### src/rtl/nand_bbm_pkg.sv
package nand_bbm_pkg;

  // Check sequencing
  typedef enum logic [1:0] {
    ST_IDLE = 2'd0,  // waiting for a request
    ST_WAIT = 2'd1,  // spare read requested, waiting for sequencer
    ST_READ = 2'd2   // strobing the marker from the bus
  } bbm_state_t;

endpackage

### src/rtl/nand_bbm_addr.sv
module nand_bbm_addr #(
  parameter int BLK_W         = 10,
  parameter int PAGES_PER_BLK = 64,
  parameter int PAGE_BYTES    = 2048,
  parameter int MARK_COL      = 0,
  localparam int PG_W  = $clog2(PAGES_PER_BLK),
  localparam int ROW_W = BLK_W + PG_W,
  localparam int COL_W = $clog2(PAGE_BYTES) + 1
) (
  input  logic             clk,
  input  logic             rst,
  input  logic             accept_i,
  input  logic [BLK_W-1:0] blk_i,
  input  logic             wide_i,
  output logic [ROW_W-1:0] row_o,
  output logic [COL_W-1:0] col_o,
  output logic             wide_o
);

  // Spare area begins right after the page data; the marker sits inside it.
  localparam logic [COL_W-1:0] COL_BYTE = COL_W'(PAGE_BYTES + MARK_COL);
  localparam logic [COL_W-1:0] COL_WORD = COL_BYTE >> 1;

  always_ff @(posedge clk) begin
    if (rst) begin
      row_o  <= '0;
      col_o  <= '0;
      wide_o <= 1'b0;
    end else if (accept_i) begin
      row_o  <= {blk_i, {PG_W{1'b0}}};
      col_o  <= wide_i ? COL_WORD : COL_BYTE;
      wide_o <= wide_i;
    end
  end

endmodule

### src/rtl/nand_bbm_ctrl.sv
module nand_bbm_ctrl
  import nand_bbm_pkg::*;
(
  input  logic clk,
  input  logic rst,
  input  logic req_i,
  input  logic seq_done_i,
  input  logic seq_to_i,
  input  logic samp_vld_i,
  output logic accept_o,
  output logic start_o,
  output logic to_evt_o,
  output logic seq_req_o
);

  bbm_state_t state;

  assign accept_o = (state == ST_IDLE) && req_i;
  assign to_evt_o = (state == ST_WAIT) && seq_to_i;
  assign start_o  = (state == ST_WAIT) && seq_done_i && !seq_to_i;

  always_ff @(posedge clk) begin
    if (rst) begin
      state     <= ST_IDLE;
      seq_req_o <= 1'b0;
    end else begin
      unique case (state)
        ST_IDLE: if (accept_o) begin
          state     <= ST_WAIT;
          seq_req_o <= 1'b1;
        end
        ST_WAIT: if (to_evt_o) begin
          state     <= ST_IDLE;
          seq_req_o <= 1'b0;
        end else if (start_o) begin
          state     <= ST_READ;
          seq_req_o <= 1'b0;
        end
        ST_READ: if (samp_vld_i) state <= ST_IDLE;
        default: state <= ST_IDLE;
      endcase
    end
  end

  // the request drops once the sequencer has answered
  a_r3_req_drops: assert property (@(posedge clk) disable iff (rst)
    (state == ST_WAIT && (seq_done_i || seq_to_i)) |=> !seq_req_o);

endmodule

### src/rtl/nand_bbm_strobe.sv
module nand_bbm_strobe #(
  parameter int RE_CYC = 3,
  localparam int CNT_W = (RE_CYC > 1) ? $clog2(RE_CYC) : 1
) (
  input  logic        clk,
  input  logic        rst,
  input  logic        start_i,
  input  logic [15:0] dq_i,
  output logic        re_n_o,
  output logic [15:0] word_o,
  output logic        samp_vld_o
);

  logic [CNT_W-1:0] cnt;

  always_ff @(posedge clk) begin
    if (rst) begin
      re_n_o     <= 1'b1;
      cnt        <= '0;
      word_o     <= '0;
      samp_vld_o <= 1'b0;
    end else begin
      samp_vld_o <= 1'b0;
      if (start_i) begin
        re_n_o <= 1'b0;
        cnt    <= '0;
      end else if (!re_n_o) begin
        if (cnt == CNT_W'(RE_CYC - 1)) begin
          re_n_o     <= 1'b1;   // strobe rises on this edge
          word_o     <= dq_i;   // bus value from the last low cycle
          samp_vld_o <= 1'b1;
        end else begin
          cnt <= cnt + 1'b1;
        end
      end
    end
  end

  // a sample is always taken as the strobe leaves its low phase
  a_r4_sample_at_rise: assert property (@(posedge clk) disable iff (rst)
    samp_vld_o |-> (re_n_o && !$past(re_n_o)));

endmodule

### src/rtl/nand_bbm_judge.sv
module nand_bbm_judge (
  input  logic        clk,
  input  logic        rst,
  input  logic        accept_i,
  input  logic        wide_i,
  input  logic        samp_vld_i,
  input  logic [15:0] word_i,
  input  logic        to_evt_i,
  output logic        valid_o,
  output logic        bad_o,
  output logic        err_o
);

  logic [1:0] lane_erased;
  logic       mark_bad;

  for (genvar g = 0; g < 2; g++) begin : g_lane
    assign lane_erased[g] = (word_i[8*g +: 8] == 8'hFF);
  end

  assign mark_bad = wide_i ? !(&lane_erased) : !lane_erased[0];

  always_ff @(posedge clk) begin
    if (rst) begin
      valid_o <= 1'b0;
      bad_o   <= 1'b0;
      err_o   <= 1'b0;
    end else begin
      valid_o <= 1'b0;
      if (accept_i) begin
        bad_o <= 1'b0;
        err_o <= 1'b0;
      end else if (to_evt_i) begin
        bad_o   <= 1'b1;
        err_o   <= 1'b1;
        valid_o <= 1'b1;
      end else if (samp_vld_i) begin
        bad_o   <= mark_bad;
        valid_o <= 1'b1;
      end
    end
  end

  // the valid strobe lasts one cycle
  a_r7_valid_single: assert property (@(posedge clk) disable iff (rst)
    valid_o |=> !valid_o);

  // an error verdict is always a bad verdict
  a_r9_err_implies_bad: assert property (@(posedge clk) disable iff (rst)
    err_o |-> bad_o);

  // the flag moves only with a verdict or a fresh request
  a_r8_flag_hold: assert property (@(posedge clk) disable iff (rst)
    !$stable(bad_o) |-> (valid_o || $past(accept_i)));

endmodule

### src/rtl/nand_bbm_check.sv
module nand_bbm_check #(
  parameter int BLK_W         = 10,
  parameter int PAGES_PER_BLK = 64,
  parameter int PAGE_BYTES    = 2048,
  parameter int MARK_COL      = 0,
  parameter int RE_CYC        = 3
) (
  input  logic                                    clk,
  input  logic                                    rst,
  input  logic                                    chk_req,
  input  logic [BLK_W-1:0]                        chk_block,
  input  logic                                    chk_wide,
  output logic                                    seq_req,
  output logic [BLK_W+$clog2(PAGES_PER_BLK)-1:0]  seq_row,
  output logic [$clog2(PAGE_BYTES):0]             seq_col,
  input  logic                                    seq_done,
  input  logic                                    seq_timeout,
  input  logic [15:0]                             nand_dq,
  output logic                                    nand_re_n,
  output logic                                    res_valid,
  output logic                                    res_bad,
  output logic                                    res_err
);

  logic        accept, start, to_evt, samp_vld, wide_q;
  logic [15:0] word;

  nand_bbm_ctrl u_ctrl (
    .clk        (clk),
    .rst        (rst),
    .req_i      (chk_req),
    .seq_done_i (seq_done),
    .seq_to_i   (seq_timeout),
    .samp_vld_i (samp_vld),
    .accept_o   (accept),
    .start_o    (start),
    .to_evt_o   (to_evt),
    .seq_req_o  (seq_req)
  );

  nand_bbm_addr #(
    .BLK_W         (BLK_W),
    .PAGES_PER_BLK (PAGES_PER_BLK),
    .PAGE_BYTES    (PAGE_BYTES),
    .MARK_COL      (MARK_COL)
  ) u_addr (
    .clk      (clk),
    .rst      (rst),
    .accept_i (accept),
    .blk_i    (chk_block),
    .wide_i   (chk_wide),
    .row_o    (seq_row),
    .col_o    (seq_col),
    .wide_o   (wide_q)
  );

  nand_bbm_strobe #(.RE_CYC(RE_CYC)) u_strobe (
    .clk        (clk),
    .rst        (rst),
    .start_i    (start),
    .dq_i       (nand_dq),
    .re_n_o     (nand_re_n),
    .word_o     (word),
    .samp_vld_o (samp_vld)
  );

  nand_bbm_judge u_judge (
    .clk        (clk),
    .rst        (rst),
    .accept_i   (accept),
    .wide_i     (wide_q),
    .samp_vld_i (samp_vld),
    .word_i     (word),
    .to_evt_i   (to_evt),
    .valid_o    (res_valid),
    .bad_o      (res_bad),
    .err_o      (res_err)
  );

  // addresses stay put while the sequencer is being asked
  a_r10_addr_hold: assert property (@(posedge clk) disable iff (rst)
    (seq_req && $past(seq_req)) |-> ($stable(seq_row) && $stable(seq_col)));

  // the strobe never overlaps an open sequencer request
  a_r4_no_strobe_in_cmd: assert property (@(posedge clk) disable iff (rst)
    !nand_re_n |-> !seq_req);

endmodule

### config.mk
export PLATFORM = sky130hd
export DESIGN_NAME = nand_bbm_check
export DESIGN_NICKNAME = d
export VERILOG_FILES = /design/src/rtl/nand_bbm_pkg.sv /design/src/rtl/nand_bbm_addr.sv /design/src/rtl/nand_bbm_ctrl.sv /design/src/rtl/nand_bbm_strobe.sv /design/src/rtl/nand_bbm_judge.sv /design/src/rtl/nand_bbm_check.sv
export SDC_FILE = /design/constraint.sdc
export NUM_CORES = 1
export LEC_CHECK = 0
export ABC_CLOCK_PERIOD_IN_PS = 2100
export CAP_MARGIN = 10
export CORE_UTILIZATION = 61
export CTS_CLUSTER_SIZE = 10
export DETAILED_ROUTE_END_ITERATION = 10
export DONT_BUFFER_PORTS = 1
export GPL_TIMING_DRIVEN = 1
export PLACE_DENSITY_LB_ADDON = 0.05
export SLEW_MARGIN = 20
export SYNTH_ARGS = -nofsm -noshare
export SYNTH_HDL_FRONTEND = slang
export SYNTH_HIERARCHICAL = 1
export SYNTH_SLANG_ARGS = --single-unit
### constraint.sdc
create_clock -name clk -period 2.1 [get_ports clk]
set_clock_uncertainty 0.15 [all_clocks]
set_input_delay 0.315 -clock clk [delete_from_list [all_inputs] [get_ports clk]]
set_output_delay 0.315 -clock clk [all_outputs]
set_load 0.01 [all_outputs]
### After elaboration in Yosys (flattened, before gate mapping)

Index checks and enable logic that the tools add are counted.

* $add $sub $neg: 1
* equality and inequality tests: 8
* multiplexer cells: 18
* bitwise gates (word level): 3
* reductions and logical operators: 18

Operators by type and width (count)
* 8-bit == test, second input constant: 2
* 12-bit 2-to-1 mux: 1
* 1-bit 2-to-1 mux: 11
* 3-bit AND reduction: 3
* 2-bit 2-to-1 mux: 4
* 2-bit case mux with 3 select lines: 1
* 2-bit == test, second input constant: 2
* 1-bit logical AND: 4
* 2-bit AND reduction: 2
* 2-bit nonzero test: 2
* 2-bit OR reduction: 2
* 1-bit zero test: 3
* 3-bit != test, second input constant: 1
* 1-bit NOT: 3
* 3-bit OR reduction: 1
* 2-bit by 1-bit adder with 2-bit output, second input constant: 1
* 2-bit by 1-bit == test with 1-bit output, second input constant: 1
* 2-bit zero test: 1
* 2-bit by 1-bit != test with 1-bit output, second input constant: 1
* 2-bit != test, second input constant: 1
* 1-bit case mux with 2 select lines: 1

* register bits after elaboration: 49
* output and inout bits: 33
* logic and storage cells: 60

### Longest topological paths before layout

Gate-level depths: netlist of run 1.

* depth in word-level cells: 6
* mapped depth: 6

### Hierarchy

Netlist of run 1, hierarchy kept.

Modules (own cells, without submodules)
* nand_bbm_strobe: times used 1, cells each 85, area each 889.6 µm², sequential area each 400.4 µm²
* nand_bbm_addr: times used 1, cells each 57, area each 575.6 µm², sequential area each 240.2 µm²
* nand_bbm_ctrl: times used 1, cells each 16, area each 146.4 µm², sequential area each 60.1 µm²
* nand_bbm_judge: times used 1, cells each 16, area each 132.6 µm², sequential area each 60.1 µm²

### Least setup slack after synthesis of run 1

No wires, ideal clock.

* kind: flip-flop to flip-flop
* start point: reg u_ctrl.state[1]
* end point: reg u_strobe.word_o[10]
* setup time: 0.072 ns
* arrival: 1.276 ns
* path slack: 0.602 ns
* cell stages (with the launch flop): 6
* cell sequence: dfxtp_1 -> and4bb_2 -> nor3b_2 -> buf_6 -> buf_12 -> mux2i_1

* word-level cells in the longest chain between the ends: 5

RTL lines
* start: declaration: line nand_bbm_ctrl.sv:16 `bbm_state_t state;`
* start signal: assignment: line nand_bbm_ctrl.sv:24 `state <= ST_IDLE;`
* start signal: assignment: line nand_bbm_ctrl.sv:29 `state <= ST_WAIT;`
* start signal: assignment: line nand_bbm_ctrl.sv:33 `state <= ST_IDLE;`
* 2-bit by 1-bit == test with 1-bit output: line nand_bbm_ctrl.sv:20 `assign start_o = (state == ST_WAIT) && seq_done_i && !seq_to_i;`
* 1-bit logical AND (2 in series): line nand_bbm_ctrl.sv:20
* via start: line nand_bbm_check.sv:25 `logic accept, start, to_evt, samp_vld, wide_q;`
* 1-bit NOT (no source line)
* 3-bit AND reduction (no source line)
* end signal: assignment: line nand_bbm_strobe.sv:30 `word_o <= dq_i;`
* end: declaration: line nand_bbm_strobe.sv:10 `output logic [15:0] word_o,`

The timed path passes the listed nets, and every way through them passes these cells.
A chain may end at the register's enable or synchronous reset.

==> results.toml, run 1 <==
[cts]
worstSkewPairLatency_ns = 0.33
tritoncts = "built"
clockRootBuffer = "clkbuf_4"
h-tree-depth = 2
post_cts.repair.setup_buffers = 0
ctsResizeCount = 0
cts_buffer_depth = 2
cts.clk_slew.worst_paths_ns = 0.10
numCtsBuffers = 5
cts_sinks = 38

[global_route]
grt_pass1_vias = 1191
grt_max_degree = 32
antenna_found_initial = 0
grt_pass1_wl_um = 5180
grt-ovfl-total = 0
grt_util_all_layers_pct = 21.7

[timing]
max_slew_margin_pct = 30.9
finalHoldViolations = 0
setup_violations = 0
period_minus_slack_ns = 1.74
worst_slew_pin_slew_ns = 1.03
max_clock_freq_ghz = 0.576
drv_slew = 0
grt_setup_unrepaired = "no"
fin_tns_setup_ns = 0
setup_ws_ns = 0.364
min_period_over_period_pct = 82.7

[setup_path]
cpPeakStageDelay_ns = 1.22
crit_family = "buffers and inverters"
cp-start-kind = "input port"
path_buf_inv = 1
path_class = "input port to flip-flop"
crit_fanout = 31
required_ns = 2.17
crit_path_end_kind = "flip-flop"
critical_path_arrival_ns = 1.81
crit_slowest_cell = "dlygate4sd3_1"
path_cells = "dlygate4sd3_1 -> nand2b_1 -> mux2i_1"

[final_layout]
area_growth_pct = 15.2
antenna_cells = 0
drive_above_1_share_pct = 6.93
final_common_cell = "dfxtp_1"
final_cell_mix = "dfxtp_1 (38), nand2b_1 (32), dlygate4sd3_1 (29)"
nets = 234
fill_cells = 207

[floorplanning]
fp-row-count = 19
core_mm2 = 0.00273
start_util_pct = 63.8
fp.dieArea_mm2 = 0.00308
io_pins = 65
dieHeight_um = 55.5
fp.dieW_um = 55.5

[power]
vdd_drop_max_mv = 0.607
p_leak_nw = 0.754
power.density_mw_per_mm2 = 680
total_power_mw = 1.37

[synth]
ys_types = 28
postSynthAreaPerCell_um2 = 10.0
netlist_area_mm2 = 0.00174
yosys_warnings = 6
synth_seq_cells = 38
synthCells = 174
yosysSeqAreaShare_pct = 43.6

[place]
port_buffers = 0
globalplace.congestion = 0.708
dp_hpwl_um = 1780
pre_cts_ws_ns = 0.494

[routing]
wl_per_cell_um = 13.2
wirelength_um = 3080
via_count = 1220
ant_nets = 0
drt_iter0_drc = 16
drc = 0
drt_pass1_iterations = 4
viasPerCell = 5.24

[run_status]
status = "finished clean"

[hold_path]
hold_class = "input port to flip-flop"

[flow_run]
cap_violations = 0
[logic make-up (layout without fill, tap and decap cells)]
kind of cell / count (synthesis) / in the layout / synth area share, %
AND/OR/NAND/NOR: 67 / 67 / 22.4
flip-flops: 38 / 38 / 43.6
multiplexers: 28 / 28 / 16.1
buffers and inverters: 27 / 40 / 12.3
AO/OA/AOI/OAI: 12 / 12 / 4.73
adder cells (fa/ha/maj): 1 / 1 / 0.717
other: 1 / 16 / 0.215
[report_power, final]
part           internal, mW  total (mW)  leakage, nW  switching, mW
Clock                 0.229       0.452       0.0446          0.224
Combinational        0.0786       0.144        0.401         0.0651
Sequential            0.744       0.770        0.309         0.0268
[metrics by stage]
stage	std cells	utilization, %	instance area, µm²	hold slack [ns]
CTS	231	72.8	1990	0.000381
finish	233	73.5	2010	0.00282
floorplan	189	-	1800	0.234
detailed placement	196	60.0	1640	0.242
global placement	196	60.0	1640	0.240
global route	233	73.5	2010	-0.000490
[Yosys cell counts]
cell / count / area share, %
o21ai_0: 4 / 1.1
and2b_2: 1 / 0.50
nand4_1: 4 / 1.4
nor2b_1: 1 / 0.36
dfxtp_1: 38 / 44
buf_6: 2 / 1.3
nor3b_2: 1 / 0.72
a21oi_1: 2 / 0.57
buf_2: 1 / 0.29
or3_1: 2 / 0.72
conb_1: 1 / 0.22
buf_4: 17 / 7.3
a211oi_1: 2 / 0.86
nor4b_1: 1 / 0.50
ha_1: 1 / 0.72
a211oi_2: 1 / 0.72
nor3_1: 4 / 1.1
mux2i_1: 28 / 16
clkbuf_1: 3 / 0.65
buf_12: 2 / 2.3
and4bb_2: 1 / 0.72
o21bai_1: 2 / 0.86
inv_1: 2 / 0.43
and3b_2: 1 / 0.57
a2111oi_1: 1 / 0.57
nor4_1: 1 / 0.36
nor2_1: 18 / 3.9
nand2b_1: 32 / 11
[area by class of cell]
cell class,count,area (µm²),share of cell area (%)
well taps,31,38.8,1.93
multi-input cells,124,826,41.1
repair buffers,30,298,14.8
clock buffers,8,78.8,3.92
inverters,2,7.51,0.374
flip-flops and latches,38,761,37.9
[routing by layer]
| layer | part of all wire (%) | GRT usage [%] | wire length [µm] |
|---|---|---|---|
| met2 | 47 | 36.7 | 1440 |
| met1 | 43 | 23.9 | 1340 |
| met3 | 7.6 | 9.37 | 234 |
| met5 | 0 | 0 | 0 |
| met4 | 2.3 | 8.57 | 72 |
[flip-flops by register name, indices dropped and copies added, names as in the netlist]
register             count
u_addr/row_o            10
u_strobe/cnt             2
u_judge/bad_o            1
u_strobe/word_o         16
u_judge/err_o            1
u_strobe/samp_vld_o      1
u_ctrl/state             2
u_addr/col_o             2
u_judge/valid_o          1
u_ctrl/seq_req_o         1
u_strobe/re_n_o          1
[path summary, 6_finish.rpt]
check / slack (ns) / from / to / cells past startpoint
worst max-delay path: 0.36 / rst / u_strobe/word_o[4] / 3
worst min-delay path: 0.003 / chk_block[3] / u_addr/row_o[9] / 2
worst max register to register: 0.48 / u_ctrl/state[1] / u_strobe/word_o[0] / 4
worst min register to register: 0.33 / u_strobe/word_o[14] / u_strobe/word_o[14] / 2
[timing repair]
| action | 4_1_cts | 5_1_grt |
|---|---|---|
| setup endpoints to repair | 0 | 0 |
| endpoints found under the hold margin | 37 | 6 |
| hold buffers | 27 | 2 |
Power figures use the tool's default switching activity.
==> inputs of run 2 (changes only) <==
--- a/config.mk
+++ b/config.mk
@@ -5,7 +5,7 @@
 export SDC_FILE = /design/constraint.sdc
 export NUM_CORES = 1
 export LEC_CHECK = 0
-export ABC_CLOCK_PERIOD_IN_PS = 2100
+export ABC_CLOCK_PERIOD_IN_PS = 1640
 export CAP_MARGIN = 10
 export CORE_UTILIZATION = 61
 export CTS_CLUSTER_SIZE = 10
==> constraint.sdc (replaced) <==
create_clock -name clk -period 1.64 [get_ports clk]
set_clock_uncertainty 0.15 [all_clocks]
set_input_delay 0.246 -clock clk [delete_from_list [all_inputs] [get_ports clk]]
set_output_delay 0.246 -clock clk [all_outputs]
set_load 0.01 [all_outputs]
==> run 2 against run 1 <==
Compared with the run above: non-clock buffer count up 1; cell count down 0.43%; setup slack worse by 0.29 ns; clock power up 3%; clock-buffer cell count down 2; critical endpoint is now u_strobe/word_o[14]; sequential cell count unchanged; largest cell class unchanged.
==> results.toml, run 2 (synthesis results as in run 1) <==
[run_status]
status = "finished clean"

[floorplanning]
fp-row-count = 19
dieHeight_um = 55.5
fp.dieArea_mm2 = 0.00308
io_pins = 65
fp.dieW_um = 55.5
start_util_pct = 63.8
core_mm2 = 0.00273

[final_layout]
largest_reg_flops = 16
final_common_cell = "dfxtp_1"
top_register = "u_strobe/word_o"
antenna_cells = 0
area_growth_pct = 17.7
fill_cells = 192
drive_above_1_share_pct = 7.96
reg_top3 = "u_strobe/word_o: 16 flops, u_addr/row_o: 10 flops"
postLayoutCellArea_mm2 = 0.00205
final_cell_mix = "dfxtp_1 (37), nand2b_1 (32), mux2i_1 (28), dlygate4sd3_1 (28), nor2_1 (18)"
fin_cells = 232
nets = 235
utilization_pct = 75.1

[cts]
clockRootBuffer = "clkbuf_4"
cts_sinks = 38
cts_buffer_depth = 2
numCtsBuffers = 5
cts.clk_slew.worst_paths_ns = 0.10
h-tree-depth = 2
worstSkewPairLatency_ns = 0.33
tritoncts = "built"

[hold_path]
hold_class = "input port to flip-flop"
whs_path_depth = 3

[global_route]
antenna_found_initial = 0
grt-ovfl-total = 0
grt_pass1_vias = 1217
grt_pass1_wl_um = 5320
grt_max_degree = 55
grt_util_all_layers_pct = 22.1

[place]
dp_hpwl_um = 1800
dpl_cell_area_mm2 = 0.00165
dp_cells = 196
port_buffers = 0
globalplace.congestion = 0.712

[routing]
ant_nets = 0
via_count = 1230
drc = 0
wl_per_cell_um = 13.5
viasPerCell = 5.30
drt_pass1_iterations = 4
wirelength_um = 3140
drt_iter0_drc = 32

[flow_run]
cap_violations = 0

[setup_path]
crit_slowest_cell = "dfxtp_1"
crit_family = "flip-flops"
worstSetupPathDepth = 5
cpPeakStageDelay_ns = 0.34
crit_fanout = 8
path_buf_inv = 2
cp-start-kind = "flip-flop"
reg2regPathDepth = 5
path_class = "flip-flop to flip-flop"
required_ns = 1.75
crit_path_end_kind = "flip-flop"
critical_path_arrival_ns = 1.68
path_cells = "inv_1 -> ha_4 -> nor3b_4 -> clkbuf_16 -> mux2i_1"

[timing]
fin_tns_setup_ns = 0
drv_slew = 0
hold_slack_ns = 0.0279
finalHoldViolations = 0
max_clock_freq_ghz = 0.640
period_minus_slack_ns = 1.56
setup_violations = 0
min_period_over_period_pct = 95.3
grt_setup_unrepaired = "no"

[power]
power.density_mw_per_mm2 = 802
p_leak_nw = 0.762
vdd_drop_max_mv = 0.805
run 2: cell count changes in the layout (fill, tap and decap cells not counted), sizes merged:
cell,delta
buf,+1
clkbuf,-1
dlygate4sd3,-1
run 2: routing by layer:
metal / vias up / global-route usage, % / part of all wire [%]
met4: 0 / 7.86 / 2.0
met2: 49 / 38.7 / 48
met3: 8 / 9.13 / 7.2
li1: 608 / - / -
met5: - / 0 / 0
met1: 565 / 23.8 / 42
run 2: worst reg2reg max path, stage by stage (launching register included):
cell and delay (ns):
dfxtp_1 0.34, inv_1 0.11, ha_4 0.18, nor3b_4 0.31, clkbuf_16 0.23, mux2i_1 0.18
run 2: layout make-up:
class	count	area [µm²]	area share, %
Sequential cell	38	762	37.1
Inverter	2	7.51	0.366
Multi-Input combinational cell	124	848	41.3
Timing Repair Buffer	31	345	16.8
Clock buffer	6	51.3	2.50
Tap cell	31	38.8	1.89
run 2: through the flow:
step | power, mW | setup slack (ns)
after floorplan | 1.16 | 0.142
final | 1.65 | 0.0772
after detailed placement | 1.12 | 0.0572
after global placement | 1.12 | 0.127
after global routing | 1.73 | 0.00495
after CTS | 1.65 | 0.0121
run 2: final timing paths:
path	startpoint	to	slack, ns
max	u_strobe/cnt[0]	u_strobe/word_o[14]	0.08
min	seq_done	u_ctrl/seq_req_o	0.03
max reg2reg	u_strobe/cnt[0]	u_strobe/word_o[14]	0.08
min reg2reg	u_ctrl/state[1]	u_ctrl/state[0]	0.33
run 2: power breakdown:
| part | total (mW) | switching, mW | internal (mW) |
|---|---|---|---|
| Sequential | 0.988 | 0.0355 | 0.952 |
| Combinational | 0.193 | 0.0883 | 0.104 |
| Clock | 0.466 | 0.273 | 0.193 |
| Total | 1.65 | 0.397 | 1.25 |
run 2: timing repair:
action	CTS	global route
endpoints found under the hold margin	38	0
resized for setup	0	5
hold buffers	29	0
setup buffers	0	0
setup endpoints to repair	0	18
